### config.mk
export PLATFORM = sky130hd
export DESIGN_NAME = alu8_flags
export DESIGN_NICKNAME = d
export VERILOG_FILES = /design/src/rtl/alu8_pkg.sv /design/src/rtl/alu8_decode.sv /design/src/rtl/alu8_exec.sv /design/src/rtl/alu8_flag_reg.sv /design/src/rtl/alu8_flags.sv
export SDC_FILE = /design/constraint.sdc
export NUM_CORES = 1
export LEC_CHECK = 0
export BUFFER_PORTS_ARGS = -buffer_cell sky130_fd_sc_hd__buf_2
export CORE_MARGIN = 5
export CORE_UTILIZATION = 42
export CTS_CLUSTER_DIAMETER = 40
export CTS_CLUSTER_SIZE = 24
export DETAILED_ROUTE_END_ITERATION = 8
export PLACE_DENSITY = 0.67
export SLEW_MARGIN = 20
export SYNTH_ARGS = -nofsm -noshare
export SYNTH_HDL_FRONTEND = slang
export SYNTH_SLANG_ARGS = --single-unit
### constraint.sdc
create_clock -name clk -period 9.1 [get_ports clk]
set_input_delay 0.455 -clock clk [delete_from_list [all_inputs] [get_ports clk]]
set_output_delay 0.455 -clock clk [all_outputs]
set_load 0.05 [all_outputs]
### src/rtl/alu8_pkg.sv
// Package: shared widths, flag bit positions and the decoded operation type.
// Assumes an 8-bit datapath; the flag positions are fixed by the layout in R9.
package alu8_pkg;
    localparam int DW      = 8;
    localparam int FW      = 8;
    localparam int RSEL_W  = 3;
    localparam int FLG_S   = 7;
    localparam int FLG_Z   = 6;
    localparam int FLG_H   = 4;
    localparam int FLG_PV  = 2;
    localparam int FLG_N   = 1;
    localparam int FLG_C   = 0;
    localparam logic [FW-1:0] FLG_USED = 8'b1101_0111;
    localparam logic [RSEL_W-1:0] MEM_CODE = 3'b110;

    typedef enum logic [2:0] {
        OP_NONE = 3'd0,
        OP_OR   = 3'd1,
        OP_XOR  = 3'd2,
        OP_CP   = 3'd3,
        OP_INC  = 3'd4,
        OP_DEC  = 3'd5,
        OP_CPL  = 3'd6
    } alu_op_e;
endpackage

### src/rtl/alu8_decode.sv
// Decoder: maps the opcode byte to an operation, its destination and the
// memory-operand marker. Assumes the opcode is stable while valid is high.
module alu8_decode
    import alu8_pkg::*;
(
    input  logic [7:0]        opcode,
    output alu_op_e           op,
    output logic              mem_operand,
    output logic              to_acc,
    output logic [RSEL_W-1:0] reg_sel
);
    // Purpose: classify the opcode and pick the operand field it uses.
    always_comb begin
        op          = OP_NONE;
        mem_operand = 1'b0;
        to_acc      = 1'b0;
        reg_sel     = opcode[5:3];
        if (opcode == 8'h2F) begin
            op     = OP_CPL;
            to_acc = 1'b1;
        end else if (opcode[7:3] == 5'b10110) begin
            op          = OP_OR;
            to_acc      = 1'b1;
            mem_operand = (opcode[2:0] == MEM_CODE);
        end else if (opcode[7:3] == 5'b10101) begin
            op          = OP_XOR;
            to_acc      = 1'b1;
            mem_operand = (opcode[2:0] == MEM_CODE);
        end else if (opcode[7:3] == 5'b10111) begin
            op          = OP_CP;
            mem_operand = (opcode[2:0] == MEM_CODE);
        end else if (opcode[7:6] == 2'b00 && opcode[2:0] == 3'b100) begin
            op          = OP_INC;
            mem_operand = (opcode[5:3] == MEM_CODE);
        end else if (opcode[7:6] == 2'b00 && opcode[2:0] == 3'b101) begin
            op          = OP_DEC;
            mem_operand = (opcode[5:3] == MEM_CODE);
        end
    end
endmodule

### src/rtl/alu8_exec.sv
// Execution unit: computes the result, the result-write request and the next
// flag byte from the decoded operation. Flags an operation leaves alone are
// copied from flags_cur. Purely combinational.
module alu8_exec
    import alu8_pkg::*;
(
    input  alu_op_e        op,
    input  logic [DW-1:0]  acc,
    input  logic [DW-1:0]  opnd,
    input  logic [FW-1:0]  flags_cur,
    output logic [DW-1:0]  result,
    output logic           writes,
    output logic [FW-1:0]  flags_nxt
);
    logic [DW:0]   diff;
    logic [DW-1:0] res;

    // Purpose: form the result and the per-operation flag rules.
    always_comb begin
        diff      = {1'b0, acc} - {1'b0, opnd};
        res       = '0;
        writes    = 1'b0;
        flags_nxt = flags_cur;
        unique case (op)
            OP_OR, OP_XOR: begin
                res               = (op == OP_OR) ? (acc | opnd) : (acc ^ opnd);
                writes            = 1'b1;
                flags_nxt[FLG_PV] = ~^res;
                flags_nxt[FLG_H]  = 1'b0;
                flags_nxt[FLG_N]  = 1'b0;
                flags_nxt[FLG_C]  = 1'b0;
            end
            OP_CP: begin
                res               = diff[DW-1:0];
                flags_nxt[FLG_H]  = (acc[3:0] < opnd[3:0]);
                flags_nxt[FLG_PV] = (acc[DW-1] != opnd[DW-1]) && (res[DW-1] != acc[DW-1]);
                flags_nxt[FLG_N]  = 1'b1;
                flags_nxt[FLG_C]  = diff[DW];
            end
            OP_INC: begin
                res               = opnd + 1'b1;
                writes            = 1'b1;
                flags_nxt[FLG_H]  = (opnd[3:0] == 4'hF);
                flags_nxt[FLG_PV] = (opnd == 8'h7F);
                flags_nxt[FLG_N]  = 1'b0;
            end
            OP_DEC: begin
                res               = opnd - 1'b1;
                writes            = 1'b1;
                flags_nxt[FLG_H]  = (opnd[3:0] == 4'h0);
                flags_nxt[FLG_PV] = (opnd == 8'h80);
                flags_nxt[FLG_N]  = 1'b1;
            end
            OP_CPL: begin
                res              = ~acc;
                writes           = 1'b1;
                flags_nxt[FLG_H] = 1'b1;
                flags_nxt[FLG_N] = 1'b1;
            end
            default: begin
                res    = '0;
                writes = 1'b0;
            end
        endcase
        if (op != OP_CPL && op != OP_NONE) begin
            flags_nxt[FLG_S] = res[DW-1];
            flags_nxt[FLG_Z] = (res == '0);
        end
        flags_nxt = flags_nxt & FLG_USED;
        result    = res;
    end
endmodule

### src/rtl/alu8_flag_reg.sv
// Flag register: holds S,Z,0,H,0,P/V,N,C. Loads d when load is high; a low
// rst_n at a clock edge clears it. Assumes load is already qualified.
module alu8_flag_reg
    import alu8_pkg::*;
(
    input  logic          clk,
    input  logic          rst_n,
    input  logic          load,
    input  logic [FW-1:0] d,
    output logic [FW-1:0] q
);
    // Purpose: store the flag byte under reset and load control.
    always_ff @(posedge clk) begin
        if (!rst_n)    q <= '0;
        else if (load) q <= d & FLG_USED;
    end

    AST_FLAGS_HOLD_IDLE: assert property (@(posedge clk) disable iff (!rst_n)
        !load |=> $stable(q));
    AST_UNUSED_BITS_ZERO: assert property (@(posedge clk) disable iff (!rst_n)
        (q[5] == 1'b0) && (q[3] == 1'b0));
endmodule

### src/rtl/alu8_flags.sv
// Top: decode, execute and flag storage for the 8-bit ALU slice. Result and
// write request are combinational; flags are registered on a valid strobe.
// Assumes reg_i already carries the register named by the opcode.
module alu8_flags
    import alu8_pkg::*;
(
    input  logic        clk,
    input  logic        rst_n,
    input  logic        valid_i,
    input  logic [7:0]  opcode_i,
    input  logic [7:0]  acc_i,
    input  logic [7:0]  reg_i,
    output logic [7:0]  result_o,
    output logic        wr_en_o,
    output logic        dest_acc_o,
    output logic [2:0]  reg_sel_o,
    output logic        unsupported_o,
    output logic [7:0]  flags_o
);
    alu_op_e        op;
    logic           mem_op;
    logic           to_acc;
    logic           writes;
    logic [FW-1:0]  flags_nxt;
    logic           flag_load;

    alu8_decode u_dec (
        .opcode      (opcode_i),
        .op          (op),
        .mem_operand (mem_op),
        .to_acc      (to_acc),
        .reg_sel     (reg_sel_o)
    );

    alu8_exec u_exe (
        .op        (op),
        .acc       (acc_i),
        .opnd      (reg_i),
        .flags_cur (flags_o),
        .result    (result_o),
        .writes    (writes),
        .flags_nxt (flags_nxt)
    );

    // Purpose: gate write and flag load with the strobe and memory marker.
    always_comb begin
        wr_en_o       = valid_i && writes && !mem_op;
        dest_acc_o    = to_acc;
        unsupported_o = valid_i && mem_op;
        flag_load     = valid_i && !mem_op && (op != OP_NONE);
    end

    alu8_flag_reg u_flg (
        .clk   (clk),
        .rst_n (rst_n),
        .load  (flag_load),
        .d     (flags_nxt),
        .q     (flags_o)
    );

    AST_CP_NO_WRITE: assert property (@(posedge clk) disable iff (!rst_n)
        (valid_i && opcode_i[7:3] == 5'b10111) |-> !wr_en_o);
    AST_INC_KEEPS_C: assert property (@(posedge clk) disable iff (!rst_n)
        (valid_i && opcode_i[7:6] == 2'b00 && opcode_i[2:0] == 3'b100)
        |=> flags_o[FLG_C] == $past(flags_o[FLG_C]));
    AST_DEC_SETS_N: assert property (@(posedge clk) disable iff (!rst_n)
        (valid_i && !unsupported_o && opcode_i[7:6] == 2'b00 && opcode_i[2:0] == 3'b101)
        |=> flags_o[FLG_N]);
    AST_MEM_NO_WRITE: assert property (@(posedge clk) disable iff (!rst_n)
        unsupported_o |-> !wr_en_o);
    AST_MEM_FLAGS_HELD: assert property (@(posedge clk) disable iff (!rst_n)
        unsupported_o |=> $stable(flags_o));
endmodule

# Word level (Yosys, flattened, before mapping)
# Index checks and enable logic that the tools add are counted.
dict set report totals {
  ff_bits 6
  wordCells 82
  output_inout_bits 22
  inputBits 27
}
dict set report classes {
  addsub 3
  bitwise 3
  n_reduce_logical 28
  muxes 22
  n_lt_le_gt_ge 1
  n_eq_ne 20
}
# cell count
set ops {}
lappend ops {{case mux 8 bit (5 select lines)} 1}
lappend ops {{== test 3 bit, second input constant} 7}
lappend ops {{2-to-1 mux 3 bit} 6}
lappend ops {{== test 5 bit, second input constant} 3}
lappend ops {{2-to-1 mux 1 bit} 10}
lappend ops {{AND reduction 2 bit} 5}
lappend ops {{logical AND 1 bit} 9}
lappend ops {{subtractor 8 x 8 -> 9 bit} 1}
lappend ops {{adder 8 x 1 -> 8 bit, second input constant} 1}
lappend ops {{== test 8 x 6 -> 1 bit, second input constant} 1}
lappend ops {{== test 8 x 7 -> 1 bit, second input constant} 1}
lappend ops {{== test 8 bit, second input constant} 1}
lappend ops {{logical NOT 8 bit} 1}
lappend ops {{2-to-1 mux 8 bit} 1}
lappend ops {{NOT 8 bit} 1}
lappend ops {{OR 8 bit} 1}
lappend ops {{XNOR reduction 8 bit} 1}
lappend ops {{subtractor 8 x 1 -> 8 bit, second input constant} 1}
lappend ops {{bitwise XOR 8 bit} 1}
lappend ops {{== test 3 x 2 -> 1 bit, second input constant} 2}
lappend ops {{OR reduction 3 bit} 2}
lappend ops {{case mux 1 bit (5 select lines)} 1}
lappend ops {{nonzero test 5 bit} 1}
lappend ops {{OR reduction 5 bit} 1}
lappend ops {{14 further kinds} 17}

# Longest topological paths before layout
# Gate-level depths: netlist (run 1).
dict set report depth {
  word_depth 13
  ltp_mapped 11
  depth_no_buf 11
}

# Cells and area by module
# Synthesis (run 1) repeated with hierarchy kept, for this count alone.
dict set report hier_totals {
  hier_cells 277
  hier_area_um2 1970.6
}
# mod area_each_um2 instances cells_each
set modules_own_cells {}
lappend modules_own_cells {alu8_exec 1546.5 1 231}
lappend modules_own_cells {alu8_flag_reg 247.7 1 22}
lappend modules_own_cells {alu8_decode 138.9 1 20}
lappend modules_own_cells {alu8_flags 37.5 1 4}

# Worst setup path after synthesis (run 1)
# OpenSTA, ideal clock, no wires.
dict set report synth_path {
  path_kind {input-to-output}
  from {in opcode_i[1]}
  to {out result_o[6]}
  cell_stages 10
  setup_slack_ns 5.048
  arrival_ns 3.597
  cell_sequence {nor4b_1 -> nand2_1 -> inv_1 -> ha_1 -> nor2b_1 -> o21a_1 -> o21ai_0 -> a21oi_1 -> xnor2_1 -> o21ai_0}
}
dict set report synth_between {
  elab_chain_len 11
  word_cells_on_any_way 20
  cone_classes {eq/ne: 9; mux: 8; reduce/logical: 3}
}
# element line
set synth_rtl {}
lappend synth_rtl {{start: declaration} alu8_flags.sv:10} ;# input logic [7:0] opcode_i,
lappend synth_rtl {{== test 3 bit} alu8_decode.sv:35} ;# end else if (opcode[7:6] == 2'b00 && opcode[2:0] == 3'b101) begin
lappend synth_rtl {{logical AND 1 bit} alu8_decode.sv:35}
lappend synth_rtl {{2-to-1 mux 3 bit} alu8_decode.sv:35}
lappend synth_rtl {{2-to-1 mux 3 bit} alu8_decode.sv:32} ;# end else if (opcode[7:6] == 2'b00 && opcode[2:0] == 3'b100) begin
lappend synth_rtl {{2-to-1 mux 3 bit} alu8_decode.sv:29} ;# end else if (opcode[7:3] == 5'b10111) begin
lappend synth_rtl {{2-to-1 mux 3 bit} alu8_decode.sv:25} ;# end else if (opcode[7:3] == 5'b10101) begin
lappend synth_rtl {{2-to-1 mux 3 bit} alu8_decode.sv:21} ;# end else if (opcode[7:3] == 5'b10110) begin
lappend synth_rtl {{2-to-1 mux 3 bit *} alu8_decode.sv:18} ;# if (opcode == 8'h2F) begin
lappend synth_rtl {{== test 3 x 1 -> 1 bit or == test 3 x 2 -> 1 bit (tied branches)} {alu8_exec.sv:24, alu8_exec.sv:26}}
lappend synth_rtl {{2-to-1 mux 8 bit or OR reduction 2 bit (tied branches)} {alu8_exec.sv:26, alu8_exec.sv:24}}
lappend synth_rtl {{case mux 8 bit (5 select lines) *} alu8_exec.sv:24} ;# unique case (op)
lappend synth_rtl {{end: declaration} alu8_flags.sv:13} ;# output logic [7:0] result_o,
# Mark *: on every way between the ends. The rest lies on a longest branch, timed or not.

# Worst setup path in the final report (run 1)
dict set report layout_path {
  from {in opcode_i[7]}
  to {out result_o[6]}
}
dict set report layout_between {
  elab_chain_len 11
  word_cells_on_any_way 22
  cone_classes {eq/ne: 10; mux: 8; reduce/logical: 4}
}
# element line
set layout_rtl {}
lappend layout_rtl {{logical NOT 2 bit} {alu8_decode.sv:32, alu8_decode.sv:35}}
lappend layout_rtl {{logical AND 1 bit} alu8_decode.sv:35}
lappend layout_rtl {{2-to-1 mux 3 bit} alu8_decode.sv:35}
lappend layout_rtl {{2-to-1 mux 3 bit} alu8_decode.sv:32}
lappend layout_rtl {{2-to-1 mux 3 bit} alu8_decode.sv:29}
lappend layout_rtl {{2-to-1 mux 3 bit} alu8_decode.sv:25}
lappend layout_rtl {{2-to-1 mux 3 bit} alu8_decode.sv:21}
lappend layout_rtl {{2-to-1 mux 3 bit *} alu8_decode.sv:18}
lappend layout_rtl {{== test 3 x 1 -> 1 bit or == test 3 x 2 -> 1 bit (tied branches)} {alu8_exec.sv:24, alu8_exec.sv:26}}
lappend layout_rtl {{2-to-1 mux 8 bit or OR reduction 2 bit (tied branches)} {alu8_exec.sv:26, alu8_exec.sv:24}}
lappend layout_rtl {{case mux 8 bit (5 select lines) *} alu8_exec.sv:24}
# Marked as above.

==> flow_summary.yaml, run 1 <==
clock_tree:
  cts_tree: "done"
  numCtsBuffers: 3
  hold_buffers: 0
  clk_latency_ns: 0.22
  root_buffer: "clkbuf_8"
  cts.clk_slew.worst_paths_ns: 0.04
  htree_levels: 1
  cts_resized: 0
  clock_path_buffers: 2
  post_cts_buffers: 0
  clock-sinks: 6
timing:
  skew_ns: 0
  tns_ns: 0
  finalCriticalPeriod_ns: 3.600
  fin_crit_sh_pct: 39.56
  setup_viol: 0
  whs_ns: 0.4783
  final-hold-violation-count: 0
  slew_violations: 0
  fin_ws_ns: 5.500
  rsz0062_at_grt: "false"
  worst_pin_slew_ns: 0.6471
  slew_headroom_pct: 56.40
  max_freq_mhz: 277.8
yosys:
  ys.flop_type: "dfxtp_1"
  synthCells: 227
  synth_most_common_cell: "inv_1"
  synth_edf_count: 0
  syn_area_per_cell_sq_um: 7.375
  syn_area_sq_mm: 0.001674
  synth_seq_cells: 6
  synth_common_cells: "25 x inv_1, 23 x xnor2_1, 22 x ha_1"
  synthTopCellsByArea: "ha_1 16%, xnor2_1 12%, dfxtp_1 7.2%, inv_1 5.6%, a21oi_1 5.1%"
  synth_area_leader_cell: "ha_1"
  synth_top_cell_area_share_pct: 16.44
  synthArstFlopShare_pct: 0
  synth-seq-area-share_pct: 7.175
  yosys_warnings: 0
  synth.distinct_cells: 56
cells_and_area:
  biggestRegsByFlops: "u_flg.q x6"
  diodes: 0
  fin_util_pct: 49.25
  final_nets: 318
  drive_gt1_share_pct: 21.13
  largest_reg_flops: 6
  area_growth_pct: 15.99
  top_register: "u_flg.q"
  final_cells: 315
worst_setup_path:
  worstSetupStartpointType: "primary input"
  critPathKind: "in -> out"
  cp.required_ns: 8.65
  critPathCaptureType: "output port"
  arrival_ns: 3.15
  worstPathMaxFanout: 6
grt:
  track_usage_pct: 18.96
  grt_first_pass_wirelength_um: 8093
  grt_antenna_before_repair: 0
  grt_max_degree: 15
  grt_pass1_vias: 1681
  grt_overflow_total: 0
floorplan:
  num_rows: 23
  core-area_sq_mm: 0.003943
  dieWidth_um: 73.14
  pin_count: 49
  start_util_pct: 42.46
  fp.dieArea_sq_mm: 0.005349
  die_y_um: 73.14
power_and_ir_drop:
  combPwrFrac_pct: 62.6
  internal_power_mw: 0.09996
  ir_worst_vdd_mv: 0.03417
  p_clk_share_pct: 21.8
  seq_power_share_pct: 15.6
  p_sw_mw: 0.07868
  p_leak_nw: 0.9923
  cellPowerDensity_mw_per_mm2: 91.99
  switching_share_pct: 44.04
routing:
  drt_pre_antenna_iters: 4
  wirelength_um: 5003
  vias: 1761
  wl_per_cell_um: 15.88
  avgViaCountPerCell: 5.590
  postRouteAntennaNets: 0
  dr.first_iter.drc_count: 87
  drc: 0
job:
  maxCapViolations: 0
placement:
  io_buffers: 46
  place_inst: 312
  gp_congestion: 0.9687
  preCtsSetupSlack_ns: 5.575
  post-dp-hpwl_um: 4114
outcome:
  status: "finished, final reports clean"
hold_path:
  hp-class: "reg -> reg"
-- cell families (layout without fill, tap and decap cells) --
logic type               Yosys count  in the layout  share of synthesized area [%]
XOR/XNOR                          27             27                          14.13
flip-flops                         6              6                          7.175
buffers and inverters             38             75                          10.24
adder cells (fa/ha/maj)           24             24                          18.83
AND/OR/NAND/NOR                   64             64                          22.20
other                              1              2                         0.2240
AO/OA/AOI/OAI                     67             67                          27.20
-- routing by layer --
layer | GRT usage, % | part of all wire (%) | vias up
met3 | 2.342 | 8.6 | 6
met1 | 26.61 | 46 | 795
met5 | 0 | 0 | -
li1 | - | - | 883
met4 | 3.484 | 1.2 | 0
met2 | 31.08 | 45 | 77
-- power by group through the flow --
stage | logic, mW | clock network [mW] | registers [mW]
2_1_floorplan | 0.0812 | 0 | 0.0318
3_3_place_gp | 0.111 | 0 | 0.0282
3_5_place_dp | 0.111 | 0 | 0.0282
4_1_cts | 0.111 | 0.0399 | 0.0278
5_1_grt | 0.121 | 0.0416 | 0.0280
6_report | 0.112 | 0.0390 | 0.0278
-- cell usage in the layout (no fill, tap or decap), types with 3 or more instances in the layout --
master	instances
nand2_1	12
o21bai_1	3
nor2b_1	5
nor2_1	10
o22ai_1	7
dfxtp_1	6
a21oi_1	17
nand2b_1	4
inv_1	25
buf_2	46
o21ai_0	13
clkbuf_8	3
a2bb2oi_1	3
ha_1	22
nor3b_1	3
nand3b_1	4
xor2_1	4
nor3_1	8
xnor2_1	23
-- cell type report --
cell class              instances  area (sq um)
multi-input cells             184          1386
fillers                       420          2001
inverters                      25         93.84
flip-flops and latches          6         120.1
well taps                      50         62.56
repair buffers                 47         237.7
clock buffers                   3         41.29
-- stage by stage --
stage	area [sq um]	power (mW)
global placement	1901	0.1388
CTS	1942	0.1792
finish	1942	0.1786
floorplan	1678	0.1130
detailed placement	1901	0.1392
global route	1942	0.1904
-- worst max-delay path: stages --
cell and delay (ns):
buf_2 0.13, nor4b_1 0.31, buf_4 0.20, nand2_1 0.13, inv_1 0.20, ha_1 0.31, nor2b_1 0.15, o21a_1 0.17
o21ai_0 0.23, a21oi_1 0.12, xnor2_1 0.13, o21ai_0 0.27, buf_2 0.33
-- worst paths after layout --
kind,from,to,slack [ns],cells after the start
worst min-delay path,u_flg.q[6]$_SDFFE_PN0P_,u_flg.q[6]$_SDFFE_PN0P_,0.48,2
worst max register to register,u_flg.q[7]$_SDFFE_PN0P_,u_flg.q[7]$_SDFFE_PN0P_,8.37,2
worst max-delay path,opcode_i[7],result_o[6],5.50,13
worst min register to register,u_flg.q[6]$_SDFFE_PN0P_,u_flg.q[6]$_SDFFE_PN0P_,0.48,2
No activity file was read; power rests on OpenSTA's default activity.
==> inputs of run 2 (changes only) <==
- PLACE_DENSITY: 0.67 -> 0.7
- clock period: 9.1 -> 3.1 ns (I/O delays scaled with it)
==> flow_summary.yaml, run 2 (synthesized netlist as in run 1, its figures left out) <==
worst_setup_path:
  worstSetupStartpointType: "primary input"
  worstPathMaxFanout: 5
  crit_slowest_cell: "nor4b_2"
  r2r_setup_slack_ns: 2.36
  arrival_ns: 2.63
  critPathMaxStageDelay_ns: 0.34
  r2r-end: "u_flg.q[7]$_SDFFE_PN0P_"
  critPathCaptureType: "output port"
  critPathKind: "in -> out"
  reg2regPathDepth: 2
  path_common_cell: "buf_2"
  cp_cell_sequence: "buf_2 > nor4b_2 > nand2_1 > inv_1 > ha_1 > a211oi_1 > o21ai_0 > a21oi_1 > xnor2_1 > o21ai_1 > buf_2"
  crit-reg2reg-launch: "u_flg.q[7]$_SDFFE_PN0P_"
  cp.required_ns: 2.94
grt:
  grt_max_degree: 13
  grt_first_pass_wirelength_um: 7900
  grt_pass1_vias: 1669
  track_usage_pct: 18.54
  grt_overflow_total: 0
  grt_antenna_before_repair: 0
routing:
  postRouteAntennaNets: 0
  drt_pre_antenna_iters: 4
  dr.first_iter.drc_count: 227
  wl_met3_um: 381
  top_layer: "met4"
  wl_per_cell_um: 15.37
  drc: 0
  routed-wl-met2_um: 2259
  wl_met1_um: 2224
  vias: 1744
  wirelength_um: 4888
  avgViaCountPerCell: 5.484
clock_tree:
  root_buffer: "clkbuf_8"
  cts.clk_slew.worst_paths_ns: 0.04
  cts_tree: "done"
  clock_path_buffers: 2
  htree_levels: 1
  post_cts_buffers: 0
  clock-sinks: 6
  clk_latency_ns: 0.22
  hold_buffers: 0
  numCtsBuffers: 3
  cts_resized: 0
cells_and_area:
  seq_area_sq_um: 120.1
  largest_reg_flops: 6
  area_growth_pct: 18.09
  fin_util_pct: 50.14
  final_common_cell: "buf_2"
  multi_input_comb_area_sq_mm: 0.001399
  fillCellCount: 392
  top_register: "u_flg.q"
  biggestRegsByFlops: "u_flg.q x6"
  final_nets: 321
  final_cell_mix: "46 x buf_2, 25 x inv_1, 23 x xnor2_1, 22 x ha_1, 17 x a21oi_1"
  drive_gt1_share_pct: 22.76
  final_cells: 318
  diodes: 0
floorplan:
  die_y_um: 73.14
  fp.dieArea_sq_mm: 0.005349
  num_rows: 23
  pin_count: 49
  dieWidth_um: 73.14
  core-area_sq_mm: 0.003943
  start_util_pct: 42.46
power_and_ir_drop:
  p_leak_nw: 1.010
  ir_worst_vdd_mv: 0.08093
  cellPowerDensity_mw_per_mm2: 266.6
timing:
  fin_crit_sh_pct: 89.80
  slew_violations: 0
  final-hold-violation-count: 0
  slew_headroom_pct: 53.37
  whs_ns: 0.2422
  setup_viol: 0
  rsz0062_at_grt: "false"
  fin_ws_ns: 0.3162
  tns_ns: 0
  finalCriticalPeriod_ns: 2.784
  max_freq_mhz: 359.2
  skew_ns: 0
  worst_pin_slew_ns: 0.6921
hold_path:
  min_to: "u_flg.q[1]$_SDFFE_PN0P_"
  hp-start: "rst_n"
  whs_path_depth: 2
  hp-class: "in -> reg"
placement:
  post-dp-hpwl_um: 4151
  io_buffers: 46
  preCtsSetupSlack_ns: 0.1145
  gp_congestion: 0.9282
  place_inst: 315
job:
  maxCapViolations: 0
outcome:
  status: "finished, final reports clean"
run 2: changes by cell type in the layout (fill, tap and decap cells not counted), sizes merged:
| cell | change |
|---|---|
| buf | +3 |
run 2: worst max-delay path by stage:
stage	slack, ns	endpoint	from	depth (start not counted)
after global routing	0.1	result_o[7]	opcode_i[1]	11
final	0.32	result_o[7]	opcode_i[1]	11
after CTS	0.35	u_flg.q[6]$_SDFFE_PN0P_	opcode_i[1]	10
after floorplan	0.03	u_flg.q[6]$_SDFFE_PN0P_	opcode_i[1]	10
after detailed placement	0.11	u_flg.q[6]$_SDFFE_PN0P_	opcode_i[1]	10
after global placement	0.18	u_flg.q[6]$_SDFFE_PN0P_	opcode_i[1]	10
run 2: final cells by class:
class | instances | share of cell area [%]
multi-input combinational | 184 | 70.76
timing repair buffer | 50 | 13.16
sequential | 6 | 6.076
inverter | 25 | 4.747
tap | 50 | 3.165
clock buffer | 3 | 2.089
run 2: stage by stage:
stage,power [mW],instance area (sq um)
4_1_cts,0.5259,1977
6_report,0.5270,1977
5_1_grt,0.5641,1977
2_1_floorplan,0.3334,1690
3_3_place_gp,0.4052,1936
3_5_place_dp,0.4084,1936
run 2: power breakdown:
group	switching, mW	total [mW]	internal, mW
registers	0.00133	0.0820	0.0806
clock network	0.0340	0.117	0.0835
logic	0.197	0.328	0.131
total	0.232	0.527	0.295
run 2: worst max-delay path: cells and delay by family:
family | cells | cell delay [ns]
fa+ha+maj | 1 | 0.26
buf+inv | 3 | 0.58
compound gates | 4 | 0.98
xor+xnor | 1 | 0.10
simple gates | 2 | 0.54
run 2: routing by layer:
metal | GRT usage [%] | vias to the layer above
li1 | - | 887
met1 | 25.41 | 792
met2 | 30.59 | 61
met3 | 2.342 | 4
met4 | 4.508 | 0
met5 | 0 | -
